## config.mk

```make
export PLATFORM = sky130hd
export DESIGN_NAME = i2c_port_selector
export DESIGN_NICKNAME = d
export VERILOG_FILES = /design/src/rtl/i2c_port_selector_pkg.sv /design/src/rtl/i2c_port_selector_line_sync.sv /design/src/rtl/i2c_port_selector_xfer.sv /design/src/rtl/i2c_port_selector_regs.sv /design/src/rtl/i2c_port_selector_enable_mix.sv /design/src/rtl/i2c_port_selector.sv
export SDC_FILE = /design/constraint.sdc
export NUM_CORES = 1
export LEC_CHECK = 0
export BUFFER_PORTS_ARGS = -buffer_cell sky130_fd_sc_hd__buf_4
export CAP_MARGIN = 10
export CORE_MARGIN = 2
export CORE_UTILIZATION = 59
export CTS_CLUSTER_DIAMETER = 30
export DETAILED_ROUTE_END_ITERATION = 8
export HOLD_SLACK_MARGIN = 0.1
export MAX_ROUTING_LAYER = met4
export PLACE_DENSITY = 0.86
export REMOVE_ABC_BUFFERS = 1
export SLEW_MARGIN = 20
export SYNTH_ARGS = -nofsm -noshare
export SYNTH_HDL_FRONTEND = slang
export SYNTH_SLANG_ARGS = --single-unit
```

## constraint.sdc

```tcl
create_clock -name clk -period 2.05 [get_ports clk]
set_input_delay 0.615 -clock clk [delete_from_list [all_inputs] [get_ports clk]]
set_output_delay 0.615 -clock clk [all_outputs]
set_load 0.05 [all_outputs]
```

## src/rtl/i2c_port_selector_pkg.sv

```systemverilog
package i2c_port_selector_pkg;

  localparam int unsigned BYTE_W  = 8;
  localparam int unsigned CNT_W   = $clog2(BYTE_W);
  localparam int unsigned STRAP_W = 2;
  localparam logic [6-STRAP_W:0] DEV_ID_HI = 5'b01011;

  // Control byte field positions
  localparam int unsigned FLD_SEL_LSB = 0;
  localparam int unsigned FLD_DATA_EN = 2;
  localparam int unsigned FLD_CTRL_EN = 3;
  localparam int unsigned FLD_SWING   = 4;

  typedef enum logic [3:0] {
    ST_IDLE,
    ST_ADDR,
    ST_ADDR_ACK,
    ST_REG,
    ST_REG_ACK,
    ST_WDATA,
    ST_WDATA_ACK,
    ST_RDATA,
    ST_RDATA_ACK,
    ST_IGNORE
  } xfer_state_t;

endpackage

```

## src/rtl/i2c_port_selector_line_sync.sv

```systemverilog
module i2c_port_selector_line_sync #(
  parameter int unsigned SYNC_STAGES = 2
) (
  input  logic clk,
  input  logic rst_n,
  input  logic scl_i,
  input  logic sda_i,
  output logic scl_o,
  output logic sda_o,
  output logic scl_rise_o,
  output logic scl_fall_o,
  output logic start_o,
  output logic stop_o
);

  logic [SYNC_STAGES-1:0] scl_chain, sda_chain;
  logic scl_prev, sda_prev;

  always_ff @(posedge clk or negedge rst_n) begin
    if (!rst_n) begin
      scl_chain <= '1;
      sda_chain <= '1;
      scl_prev  <= 1'b1;
      sda_prev  <= 1'b1;
    end else begin
      scl_chain <= {scl_chain[SYNC_STAGES-2:0], scl_i};
      sda_chain <= {sda_chain[SYNC_STAGES-2:0], sda_i};
      scl_prev  <= scl_chain[SYNC_STAGES-1];
      sda_prev  <= sda_chain[SYNC_STAGES-1];
    end
  end

  assign scl_o      = scl_chain[SYNC_STAGES-1];
  assign sda_o      = sda_chain[SYNC_STAGES-1];
  assign scl_rise_o = scl_o & ~scl_prev;
  assign scl_fall_o = ~scl_o & scl_prev;
  assign start_o    = scl_o & scl_prev & sda_prev & ~sda_o;
  assign stop_o     = scl_o & scl_prev & ~sda_prev & sda_o;

endmodule

```

## src/rtl/i2c_port_selector_xfer.sv

```systemverilog
module i2c_port_selector_xfer
  import i2c_port_selector_pkg::*;
(
  input  logic               clk,
  input  logic               rst_n,
  input  logic               sda_s,
  input  logic               scl_rise,
  input  logic               scl_fall,
  input  logic               ev_start,
  input  logic               ev_stop,
  input  logic [STRAP_W-1:0] strap_i,
  input  logic [BYTE_W-1:0]  rd_data_i,
  output logic               sda_oe_o,
  output logic               wr_en_o,
  output logic [BYTE_W-1:0]  wr_data_o,
  output logic [BYTE_W-1:0]  ptr_o
);

  xfer_state_t       state_q, state_n;
  logic [CNT_W-1:0]  cnt_q, cnt_n;
  logic              full_q, full_n;
  logic [BYTE_W-1:0] sh_q, sh_n;
  logic [BYTE_W-1:0] ptr_q, ptr_n;
  logic              rw_q, rw_n;
  logic              wr_en;

  always_comb begin
    state_n = state_q;
    cnt_n   = cnt_q;
    full_n  = full_q;
    sh_n    = sh_q;
    ptr_n   = ptr_q;
    rw_n    = rw_q;
    wr_en   = 1'b0;
    if (ev_stop) begin
      state_n = ST_IDLE;
    end else if (ev_start) begin
      state_n = ST_ADDR;
      cnt_n   = '0;
      full_n  = 1'b0;
    end else begin
      unique case (state_q)
        ST_ADDR, ST_REG, ST_WDATA: begin
          if (scl_rise) begin
            sh_n  = {sh_q[BYTE_W-2:0], sda_s};
            cnt_n = cnt_q + CNT_W'(1);
            if (cnt_q == CNT_W'(BYTE_W-1)) full_n = 1'b1;
          end else if (scl_fall && full_q) begin
            full_n = 1'b0;
            if (state_q == ST_ADDR) begin
              if (sh_q[BYTE_W-1:1] == {DEV_ID_HI, strap_i}) begin
                rw_n    = sh_q[0];
                state_n = ST_ADDR_ACK;
              end else begin
                state_n = ST_IGNORE;
              end
            end else if (state_q == ST_REG) begin
              ptr_n   = sh_q;
              state_n = ST_REG_ACK;
            end else begin
              wr_en   = 1'b1;
              state_n = ST_WDATA_ACK;
            end
          end
        end
        ST_ADDR_ACK: begin
          if (scl_fall) begin
            cnt_n  = '0;
            full_n = 1'b0;
            if (rw_q) begin
              state_n = ST_RDATA;
              sh_n    = rd_data_i;
            end else begin
              state_n = ST_REG;
            end
          end
        end
        ST_REG_ACK: begin
          if (scl_fall) begin
            cnt_n   = '0;
            full_n  = 1'b0;
            state_n = ST_WDATA;
          end
        end
        ST_RDATA: begin
          if (scl_rise) begin
            cnt_n = cnt_q + CNT_W'(1);
            if (cnt_q == CNT_W'(BYTE_W-1)) full_n = 1'b1;
          end else if (scl_fall) begin
            if (full_q) begin
              full_n  = 1'b0;
              state_n = ST_RDATA_ACK;
            end else begin
              sh_n = {sh_q[BYTE_W-2:0], 1'b0};
            end
          end
        end
        ST_WDATA_ACK, ST_RDATA_ACK: begin
          if (scl_fall) state_n = ST_IGNORE;
        end
        default: ;
      endcase
    end
  end

  always_ff @(posedge clk or negedge rst_n) begin
    if (!rst_n) begin
      state_q <= ST_IDLE;
      cnt_q   <= '0;
      full_q  <= 1'b0;
      sh_q    <= '0;
      ptr_q   <= '0;
      rw_q    <= 1'b0;
    end else begin
      state_q <= state_n;
      cnt_q   <= cnt_n;
      full_q  <= full_n;
      sh_q    <= sh_n;
      ptr_q   <= ptr_n;
      rw_q    <= rw_n;
    end
  end

  assign sda_oe_o  = (state_q == ST_ADDR_ACK) || (state_q == ST_REG_ACK) ||
                     (state_q == ST_WDATA_ACK) ||
                     ((state_q == ST_RDATA) && !sh_q[BYTE_W-1]);
  assign wr_en_o   = wr_en;
  assign wr_data_o = sh_q;
  assign ptr_o     = ptr_q;

endmodule

```

## src/rtl/i2c_port_selector_regs.sv

```systemverilog
module i2c_port_selector_regs
  import i2c_port_selector_pkg::*;
#(
  parameter int unsigned NSINK = 2
) (
  input  logic                    clk,
  input  logic                    rst_n,
  input  logic                    wr_en_i,
  input  logic [BYTE_W-1:0]       addr_i,
  input  logic [BYTE_W-1:0]       wr_data_i,
  output logic [BYTE_W-1:0]       rd_data_o,
  output logic [NSINK*BYTE_W-1:0] regs_o
);

  for (genvar g = 0; g < NSINK; g++) begin : g_sink
    logic [BYTE_W-1:0] ctl_q;
    logic              hit;
    assign hit = wr_en_i && (addr_i == BYTE_W'(g + 1));
    always_ff @(posedge clk or negedge rst_n) begin
      if (!rst_n)   ctl_q <= '0;
      else if (hit) ctl_q <= wr_data_i;
    end
    assign regs_o[g*BYTE_W +: BYTE_W] = ctl_q;
  end

  always_comb begin
    rd_data_o = '0;
    for (int s = 0; s < NSINK; s++) begin
      if (addr_i == BYTE_W'(s + 1)) rd_data_o = regs_o[s*BYTE_W +: BYTE_W];
    end
  end

endmodule

```

## src/rtl/i2c_port_selector_enable_mix.sv

```systemverilog
module i2c_port_selector_enable_mix
  import i2c_port_selector_pkg::*;
#(
  parameter int unsigned NSINK = 2,
  parameter int unsigned NSRC  = 4,
  localparam int unsigned SEL_W = $clog2(NSRC)
) (
  input  logic [NSINK*BYTE_W-1:0] regs_i,
  input  logic                    glob_en_i,
  input  logic                    pd_mode_i,
  input  logic [NSRC-1:0]         pwr_present_i,
  output logic [NSINK*SEL_W-1:0]  sel_o,
  output logic [NSINK-1:0]        data_en_o,
  output logic [NSINK-1:0]        ctrl_en_o,
  output logic [NSINK-1:0]        swing_o
);

  logic gate_on;
  assign gate_on = glob_en_i | pd_mode_i;

  for (genvar g = 0; g < NSINK; g++) begin : g_sink
    logic [BYTE_W-1:0] ctl;
    logic [SEL_W-1:0]  sel;
    logic              src_pwr;
    logic              unused_rsvd;
    assign ctl         = regs_i[g*BYTE_W +: BYTE_W];
    assign sel         = ctl[FLD_SEL_LSB +: SEL_W];
    assign src_pwr     = gate_on ? pwr_present_i[sel] : 1'b1;
    assign unused_rsvd = ^ctl[BYTE_W-1:FLD_SWING+1];
    assign sel_o[g*SEL_W +: SEL_W] = sel;
    assign data_en_o[g] = ctl[FLD_DATA_EN] & src_pwr;
    assign ctrl_en_o[g] = ctl[FLD_CTRL_EN] & src_pwr;
    assign swing_o[g]   = ctl[FLD_SWING];
  end

endmodule

```

## src/rtl/i2c_port_selector.sv

```systemverilog
module i2c_port_selector
  import i2c_port_selector_pkg::*;
#(
  parameter int unsigned NSINK = 2,
  parameter int unsigned NSRC  = 4,
  parameter int unsigned SYNC_STAGES = 2,
  localparam int unsigned SEL_W = $clog2(NSRC)
) (
  input  logic                   clk,
  input  logic                   rst_n,
  input  logic                   scl_i,
  input  logic                   sda_i,
  output logic                   sda_oe_o,
  input  logic [STRAP_W-1:0]     strap_i,
  input  logic                   glob_en_i,
  input  logic                   pd_mode_i,
  input  logic [NSRC-1:0]        pwr_present_i,
  output logic [NSINK*SEL_W-1:0] sink_sel_o,
  output logic [NSINK-1:0]       sink_data_en_o,
  output logic [NSINK-1:0]       sink_ctrl_en_o,
  output logic [NSINK-1:0]       sink_swing_o
);

  logic [1:0] rst_pipe;
  logic       rst_core_n;

  always_ff @(posedge clk or negedge rst_n) begin
    if (!rst_n) rst_pipe <= '0;
    else        rst_pipe <= {rst_pipe[0], 1'b1};
  end
  assign rst_core_n = rst_pipe[1];

  logic scl_lvl, sda_lvl, scl_rise, scl_fall, ev_start, ev_stop;
  logic wr_en;
  logic [BYTE_W-1:0] wr_data, wr_ptr, rd_data;
  logic [NSINK*BYTE_W-1:0] regs_flat;

  i2c_port_selector_line_sync #(.SYNC_STAGES(SYNC_STAGES)) u_sync (
    .clk(clk), .rst_n(rst_core_n), .scl_i(scl_i), .sda_i(sda_i),
    .scl_o(scl_lvl), .sda_o(sda_lvl), .scl_rise_o(scl_rise),
    .scl_fall_o(scl_fall), .start_o(ev_start), .stop_o(ev_stop)
  );

  i2c_port_selector_xfer u_xfer (
    .clk(clk), .rst_n(rst_core_n), .sda_s(sda_lvl),
    .scl_rise(scl_rise), .scl_fall(scl_fall),
    .ev_start(ev_start), .ev_stop(ev_stop), .strap_i(strap_i),
    .rd_data_i(rd_data), .sda_oe_o(sda_oe_o), .wr_en_o(wr_en),
    .wr_data_o(wr_data), .ptr_o(wr_ptr)
  );

  i2c_port_selector_regs #(.NSINK(NSINK)) u_regs (
    .clk(clk), .rst_n(rst_core_n), .wr_en_i(wr_en), .addr_i(wr_ptr),
    .wr_data_i(wr_data), .rd_data_o(rd_data), .regs_o(regs_flat)
  );

  i2c_port_selector_enable_mix #(.NSINK(NSINK), .NSRC(NSRC)) u_mix (
    .regs_i(regs_flat), .glob_en_i(glob_en_i), .pd_mode_i(pd_mode_i),
    .pwr_present_i(pwr_present_i), .sel_o(sink_sel_o),
    .data_en_o(sink_data_en_o), .ctrl_en_o(sink_ctrl_en_o),
    .swing_o(sink_swing_o)
  );

endmodule

```

==> metrics, run 1 <==
Starting Density=62.3%; hold crit path type=register to async pin; vias in the first global route=2088; Final Hold Viols=0; final setup vio count=19; Cell Rows=23; internal power=2.07 mW; number of non-filler instances in the completed layout=312; CP required=1430 ps; Leakage=1.45 nW; initial antenna violation count=0; Setup crit end kind=output port; placed cells=301; DR vias=2129; dpl cell area=0.00289 mm²; Commonest cells post-synth=dfrtp_1, mux2_2, nand2_1, nor2_1, a22oi_1; final wirelength=7710 µm; HPWL Detailed=3750 µm; synthesized flop and latch total=49; max incr delay on CP=580 ps; register area=0.00124 mm²; Die H=69.5 µm; sw frac=38.9%; fmax=439 MHz; first-pass GRT wire length=11200 µm; Residual DRC=0; top-count cell post-synth=dfrtp_1; CP Cell Sequence=mux4_2 > nor2_4 > nor2b_1 > buf_6; clock buffer depth=2; yosys warns=0; Worst Setup Path Type=register to output port; die area=0.00483 mm²; DRT Pass-1 Iters=6; Die Wd=69.5 µm; PnR worst setup slack=-228 ps; core footprint=0.00406 mm²; H-tree levels=2; register share of total power=39.6%; CTS tree=yes; PortBufs=22; top cells by area, synth=dfrtp_1, mux2_2, dfstp_2, a22oi_1, o31ai_1; Cells after Synth=219; routability cong.=0.925; DR WL/cell=24.7 µm; Finished Cell Area=0.00313 mm²; RSZ-0062 raised after global routing=yes; failing checks=setup timing; Nets=275; Max Transition Viols Final=0; Critical Path AT=1660 ps; Reg clk slew, reported paths=100 ps; share of the yosys chip area belonging to registers=48.8%; Synth cell types=50; total congestion overflow=0; Max IR drop VDD=0.000746 V; final core utilization=77.2%; min Tclk post-route=2280 ps; CP Max Fanout=2; fin crit share=111%; Buf/Inv on CP=1; largest net degree at the start of global routing=37; CP max-delay cell=mux4_2; NetSw=1.32 mW; run status=complete, but fails checks; top cell type's share of synthesized area=42.5%; Fin Setup TNS=-1430 ps; Clock Skews=12.2 ps; mapped cell area=0.00253 mm²; combinational share of power=42.1%; CTS Buf Count=5; Layout area overhead=23.9%; clk_lat worst skew=310 ps; CTS root buffer=clkbuf_8; power per cell area=1080 mW/mm²; Post-synth EDFFs=0; total power=3.39 mW; Ant. Diodes=0; Worst Setup Start Kind=register; TritonCTS Sinks=49; MaxCap Viol Count=0; ys async rst share=100%; number of DRC markers in iteration 0=287; vias per inst=6.82; post-route ant nets=0; Main synth FF type=dfrtp_1; overall routing resource usage=31.5%; Synth area leader=dfrtp_1; layout cell share with drive strength beyond 1=46.2%; area of the multi-input gates=0.00127 mm²; R2R Setup Slk=-70 ps; CP top delay family=multiplexers; fillers=212; Ports=23; Clk network pwr share=18.3%; syn_area_per_cell=11.6 µm²
## cell usage in the layout, fill, tap and decap left out, types with 3 or more instances in the layout
master,synthesis,routed
a21oi_1,5,5
a22oi_1,9,9
and3_1,3,3
buf_4,6,42
buf_6,2,8
clkbuf_8,0,6
dfrtp_1,43,40
dfrtp_2,0,3
dfstp_2,6,6
mux2_2,35,20
mux2_4,0,16
mux2i_1,3,3
nand2_1,15,15
nand3_1,4,4
nor2_1,11,8
nor2b_1,7,7
nor2b_4,1,3
o21ai_0,6,5
o31ai_1,8,8
xor2_1,3,3
## timing repair
action | 4_1_cts | 5_1_grt
endpoints found under the setup margin | 17 | 32
hold buffers | 1 | 0
buffers inserted | 1 | 1
pin swaps | 1 | 2
resized for setup | 23 | 13
endpoints found under the hold margin | 2 | 0
## area by class of cell
| type | count | area share [%] |
|---|---|---|
| multi-input cells | 150 | 40.7 |
| flip-flops and latches | 49 | 39.5 |
| repair buffers | 53 | 14.5 |
| clock buffers | 6 | 2.63 |
| well taps | 50 | 2.00 |
| clock inverters | 2 | 0.439 |
| inverters | 2 | 0.240 |
## logic make-up after synthesis
kind of cell | count (synthesis) | share of synthesized area [%]
XOR/XNOR | 5 | 1.73
buffers and inverters | 20 | 4.60
AND/OR/NAND/NOR | 60 | 13.6
AO/OA/AOI/OAI | 41 | 11.2
flip-flops | 49 | 48.8
other | 1 | 0.148
multiplexers | 41 | 19.0
adder cells (fa/ha/maj) | 2 | 0.989
## routing by layer
| layer | wire (µm) | track usage [%] | up-vias |
|---|---|---|---|
| met1 | 2700 | 39.5 | 1006 |
| met3 | 720 | 4.36 | 52 |
| met2 | 3680 | 49.9 | 207 |
| li1 | - | - | 864 |
| met4 | 610 | 16.6 | 0 |
| met5 | 0 | - | - |
## power by group through the flow
stage	combinational (mW)	sequential [mW]	clock, mW
final	1.43	1.34	0.621
after global routing	1.50	1.36	0.644
after CTS	1.29	1.31	0.603
after detailed placement	1.25	1.33	0
after global placement	1.20	1.31	0
after floorplan	0.732	1.34	0
## path summary, 6_finish.rpt
kind,depth (start not counted),to,start
max,4,sink_data_en_o[1],u_regs.g_sink[1].ctl_q[0]
min,0,u_regs.g_sink[0].ctl_q[1],rst_pipe[1]
max reg2reg,6,u_regs.g_sink[0].ctl_q[0],u_sync.scl_prev
min reg2reg,0,u_regs.g_sink[0].ctl_q[1],rst_pipe[1]
max in group asynchronous,1,u_xfer.state_q[2],rst_pipe[1]
min in group clk,0,u_sync.scl_chain[1],u_sync.scl_chain[0]
## stage by stage
step / hold slack (ps) / worst slack [ps]
2_1_floorplan: 319 / -294
3_3_place_gp: 131 / -132
3_5_place_dp: 137 / -183
4_1_cts: 142 / -139
5_1_grt: 170 / -252
6_report: 139 / -228
## flip-flops by register name, summed over array words and instances (netlist names), 2 cells and up
register and flops:
u_xfer.state_q 4, u_xfer.ptr_o 8, u_regs.g_sink.ctl_q 16, u_sync.sda_chain 2
u_sync.scl_chain 2, u_xfer.cnt_q 3, u_xfer.wr_data_o 8, rst_pipe 2
Power figures use the tool's default switching activity.
==> inputs of run 2 (changes only) <==
Settings changed: CORE_UTILIZATION 59 to 40, PLACE_DENSITY 0.86 to 0.64, SETUP_SLACK_MARGIN from default to 0.05.
==> metrics, run 2 (synthesized netlist as in run 1, its figures left out) <==
number of non-filler instances in the completed layout=352 (+13%); Critical Path AT=1560 ps (-100 ps); DRT Pass-1 Iters=4 (-2); Leakage=1.54 nW (+6.0%); largest net degree at the start of global routing=30 (-19%); MaxCap Viol Count=0 (unchanged); Cell Rows=28 (+22%); Finished Cell Area=0.00333 mm² (+6.2%); initial antenna violation count=0 (unchanged); Max IR drop VDD=0.000479 V (-36%); H-tree levels=2 (unchanged); most common cell after layout, fill and taps aside=buf_4; register area=0.00124 mm² (unchanged); Final Hold Viols=0 (unchanged); fillers=524 (+150%); final wirelength=5860 µm (-24%); number of DRC markers in iteration 0=137 (-52%); CP required=1430 ps (about the same); CTS root buffer=clkbuf_8; fmax=459 MHz (+4.5%); dpl cell area=0.00296 mm² (+2.6%); min Tclk post-route=2180 ps (-98.5 ps); Die Wd=83.5 µm (+20%); Nets=290 (+5.5%); power per cell area=1040 mW/mm² (-4.3%); DR WL/cell=16.6 µm (-33%); layout cell share with drive strength beyond 1=49.8% (+3.6 points); Ant. Diodes=0 (unchanged); CTS tree=yes; clock buffer depth=2 (unchanged); vias in the first global route=1940 (-7.1%); hold crit path type=register to async pin; area of the multi-input gates=0.00131 mm² (+2.7%); Reg clk slew, reported paths=90 ps (about the same); final hold slack=307 ps (+168 ps); first-pass GRT wire length=9720 µm (-14%); routability cong.=0.794 (-14%); Starting Density=42.0% (-20 points); RSZ-0062 raised after global routing=yes; Worst Setup Start Kind=register; run status=complete, but fails checks; Residual DRC=0 (unchanged); overall routing resource usage=17.9% (-14 points); Worst Setup Path Type=register to output port; Ports=23 (unchanged); PnR worst setup slack=-130 ps (+98.5 ps); DP Worst Slack=-219 ps (-36.2 ps); die area=0.00698 mm² (+45%); final setup vio count=5 (-14); Layout area overhead=31.6%; Max Transition Viols Final=0 (unchanged); CP Max Fanout=2 (unchanged); max reg flops=16 (unchanged); Setup crit end kind=output port; Worst Tran Pin Value=656 ps; HPWL Detailed=3950 µm (+5.3%); core footprint=0.00603 mm² (+49%); vias per inst=5.39 (-21%); post-route ant nets=0 (unchanged); Clock Skews=5.20 ps (-6.98 ps); fin crit share=106% (-4.8 points); most frequent cells in the layout=buf_4, dfrtp_1, mux2_2, mux2_4, nand2_1; Biggest register=u_regs.g_sink.ctl_q; CTS Buf Count=5 (unchanged); failing checks=setup timing; PortBufs=22 (unchanged); total congestion overflow=0 (unchanged); placed cells=332 (+10%); clk_lat worst skew=300 ps (about the same); TritonCTS Sinks=49 (unchanged); DR vias=1896 (-11%); Die H=83.5 µm (+20%); max_slew headroom=56.2%
run 2: area by class of cell:
type | instances | area share, %
multi-input combinational | 150 | 39.3
tap | 75 | 2.82
sequential | 49 | 37.2
clock inverter | 1 | 0.263
inverter | 2 | 0.225
timing repair buffer | 68 | 17.3
clock buffer | 7 | 2.89
run 2: stage by stage:
step	setup TNS, ps	total power [mW]	utilization, %
after global routing	-1420	3.69	55.3
after detailed placement	-1200	2.61	49.1
after CTS	-654	3.34	53.7
after global placement	-1170	2.58	49.1
final	-521	3.45	55.3
after floorplan	-2880	2.07	-
run 2: critical path, stage by stage, from the launching register on:
cell and delay (ps):
dfrtp_1 390, mux4_2 540, nor2_4 120, nor2b_1 60
buf_6 150
run 2: timing repair:
item | 4_1_cts | 5_1_grt
resized for setup | 31 | 13
buffers inserted | 5 | 6
endpoints found under the hold margin | 2 | 0
pin swaps | 2 | 4
gates cloned | 0 | 0
hold buffers | 1 | 0
endpoints found under the setup margin | 22 | 39
run 2: where the power goes:
group	switching, mW	total, mW	internal (mW)
registers	0.155	1.29	1.13
logic	0.737	1.53	0.795
clock network	0.318	0.630	0.312
run 2: path summary, 6_finish.rpt:
check,end,cells after the start,startpoint,slack [ps]
max,sink_data_en_o[1],4,u_regs.g_sink[1].ctl_q[0],-130
min,u_xfer.cnt_q[2],0,rst_pipe[1],310
max reg2reg,u_regs.g_sink[0].ctl_q[3],6,u_sync.scl_prev,-20
min reg2reg,u_xfer.cnt_q[2],0,rst_pipe[1],310
max in group asynchronous,u_xfer.wr_data_o[5],1,rst_pipe[1],1130
min in group clk,u_sync.scl_chain[1],0,u_sync.scl_chain[0],360
run 2: metal layers:
layer  vias to the layer above  share of wire, %  global-route usage (%)  routed length [µm]
li1                        902                 -                       -                   -
met1                       919                46                    23.9                2690
met2                        62                48                    27.5                2800
met3                        13               4.5                    2.87                 264
met4                         0               1.8                    7.04                 104
met5                         -                 0                       -                   0
==> inputs of run 3 (changes only) <==
Settings changed: PLACE_DENSITY 0.64 to default, PLACE_DENSITY_LB_ADDON from default to 0.1.
==> metrics, run 3 (synthesized netlist as in run 1, its figures left out) <==
CTS Buf Count=5 (unchanged); Worst Setup Path Type=register to output port; layout cell share with drive strength beyond 1=46.8% (-3.0 points); final setup vio count=4 (-1); combinational share of power=39.7% (-4.7 points); Ant. Diodes=0 (unchanged); Clk network pwr share=23.8% (+5.5 points); clock buffer depth=2 (unchanged); Residual DRC=0 (unchanged); max reg flops=16 (unchanged); power per cell area=1080 mW/mm² (+3.9%); initial antenna violation count=0 (unchanged); reg2reg start=u_sync.scl_prev; DR vias=1817 (-4.2%); Finished Cell Area=0.00324 mm² (-2.7%); Worst Setup Start Kind=register; CP max-delay cell=mux4_2; CP required=1430 ps (about the same); Max Transition Viols Final=0 (unchanged); Starting Density=42.0% (unchanged); Worst Tran Pin Value=605 ps (-51.3 ps); CTS tree=yes; most frequent cells in the layout=buf_4, dfrtp_1, mux2_2, mux2_4, nand2_1; PnR worst setup slack=-97.2 ps (+32.7 ps); final core utilization=53.8% (-1.5 points); CP Cell Sequence=mux4_2 > nor2_4 > nor2b_1 > buf_6; vias per inst=5.31 (-1.4%); failing checks=setup timing; fin crit share=105% (-1.6 points); Die H=83.5 µm (unchanged); overall routing resource usage=17.5% (-0.44 points); RSZ-0062 raised after global routing=yes; vias in the first global route=1907 (-1.7%); TritonCTS Sinks=49 (unchanged); core footprint=0.00603 mm² (unchanged); Ports=23 (unchanged); largest net degree at the start of global routing=48 (+60%); H-tree levels=2 (unchanged); Reg clk slew, reported paths=100 ps (about the same); HPWL Detailed=3910 µm (-1.0%); Layout area overhead=28.0%; PortBufs=22 (unchanged); final wirelength=5640 µm (-3.7%); max_slew headroom=59.7% (+3.4 points); Setup crit end kind=output port; MaxCap Viol Count=0 (unchanged); Buf/Inv on CP=1 (unchanged); reg2reg end=u_regs.g_sink[1].ctl_q[0]; clk_lat worst skew=310 ps (about the same); Max IR drop VDD=0.000796 V (+66%); R2R Setup Slk=30 ps (+50 ps); DRT Pass-1 Iters=4 (unchanged); NetSw=1.16 mW (-4.0%); DR WL/cell=16.5 µm (-0.89%); post-route ant nets=0 (unchanged); Nets=280 (-3.4%); sw frac=33.3% (-1.7 points); fmax=466 MHz (+1.5%); die area=0.00698 mm² (unchanged); hold crit path type=register to async pin; Die Wd=83.5 µm (unchanged); Clock Skews=13.2 ps (+7.98 ps); routability cong.=0.815 (+2.5%); Final Hold Viols=0 (unchanged); Leakage=1.49 nW (-3.1%); dpl cell area=0.00294 mm² (-0.76%); CP top delay family=multiplexers; CP Max Fanout=2 (unchanged); CTS root buffer=clkbuf_8; most common cell after layout, fill and taps aside=buf_4; run status=complete, but fails checks; max incr delay on CP=540 ps (about the same); total congestion overflow=0 (unchanged); first-pass GRT wire length=9490 µm (-2.4%); Biggest register=u_regs.g_sink.ctl_q; number of DRC markers in iteration 0=79 (-42%); internal power=2.32 mW (+3.8%); worst reg2reg path depth=6 (unchanged); register share of total power=36.4% (-0.9 points); Cell Rows=28 (unchanged); Critical Path AT=1530 ps (-30 ps); min Tclk post-route=2150 ps (-32.7 ps)
==> run 3: worst reg2reg max path, stage by stage, from the launching register on <==
cell and delay, ps:
dfstp_2 540, nor2b_4 150, nand3_2 100, or4_4 540, nor2b_4 150, buf_12 150, mux2_4 300
==> run 3: worst max-delay path by stage <==
stage,start,end,cells after the start
after floorplan,u_regs.g_sink[0].ctl_q[0],sink_ctrl_en_o[0],3
after global placement,pwr_present_i[3],sink_ctrl_en_o[1],5
after detailed placement,pwr_present_i[3],sink_ctrl_en_o[0],5
after CTS,u_regs.g_sink[0].ctl_q[0],sink_data_en_o[0],4
after global routing,u_regs.g_sink[0].ctl_q[0],sink_ctrl_en_o[0],4
final,u_regs.g_sink[0].ctl_q[0],sink_data_en_o[0],4
==> run 3: metrics by stage <==
step / TNS (ps) / power (mW) / std cells / worst slack, ps / hold slack (ps)
3_3_place_gp: -721 / 2.57 / 329 / -146 / 333
5_1_grt: -936 / 3.72 / 342 / -194 / 367
4_1_cts: -537 / 3.50 / 342 / -152 / 360
6_report: -382 / 3.49 / 342 / -97.2 / 342
2_1_floorplan: -2880 / 2.07 / 201 / -294 / 319
3_5_place_dp: -800 / 2.58 / 329 / -155 / 347
==> run 3: timing repair <==
item	4_1_cts	5_1_grt
hold endpoints to repair	2	0
endpoints found under the setup margin	21	29
resized for setup	29	4
hold buffers	1	0
pin swaps	1	2
buffers inserted	4	0
==> run 3: layout make-up <==
class	count	area, µm²
Fill cell	529	2790
Multi-Input combinational cell	150	1270
Tap cell	75	93.8
Inverter	2	7.51
Clock inverter	3	68.8
Timing Repair Buffer	58	489
Clock buffer	5	68.8
Sequential cell	49	1240
==> run 3: power groups by stage <==
stage	Sequential, mW	Combinational [mW]	Clock, mW
3_3_place_gp	1.29	1.27	0
2_1_floorplan	1.34	0.732	0
3_5_place_dp	1.30	1.28	0
6_report	1.27	1.39	0.832
5_1_grt	1.30	1.53	0.886
4_1_cts	1.27	1.38	0.851
==> run 3: layer usage <==
metal	share of wire, %	global-route usage, %
met3	3.3	3.07
met4	1.3	5.43
met1	46	22.6
met2	49	28.2
met5	0	-
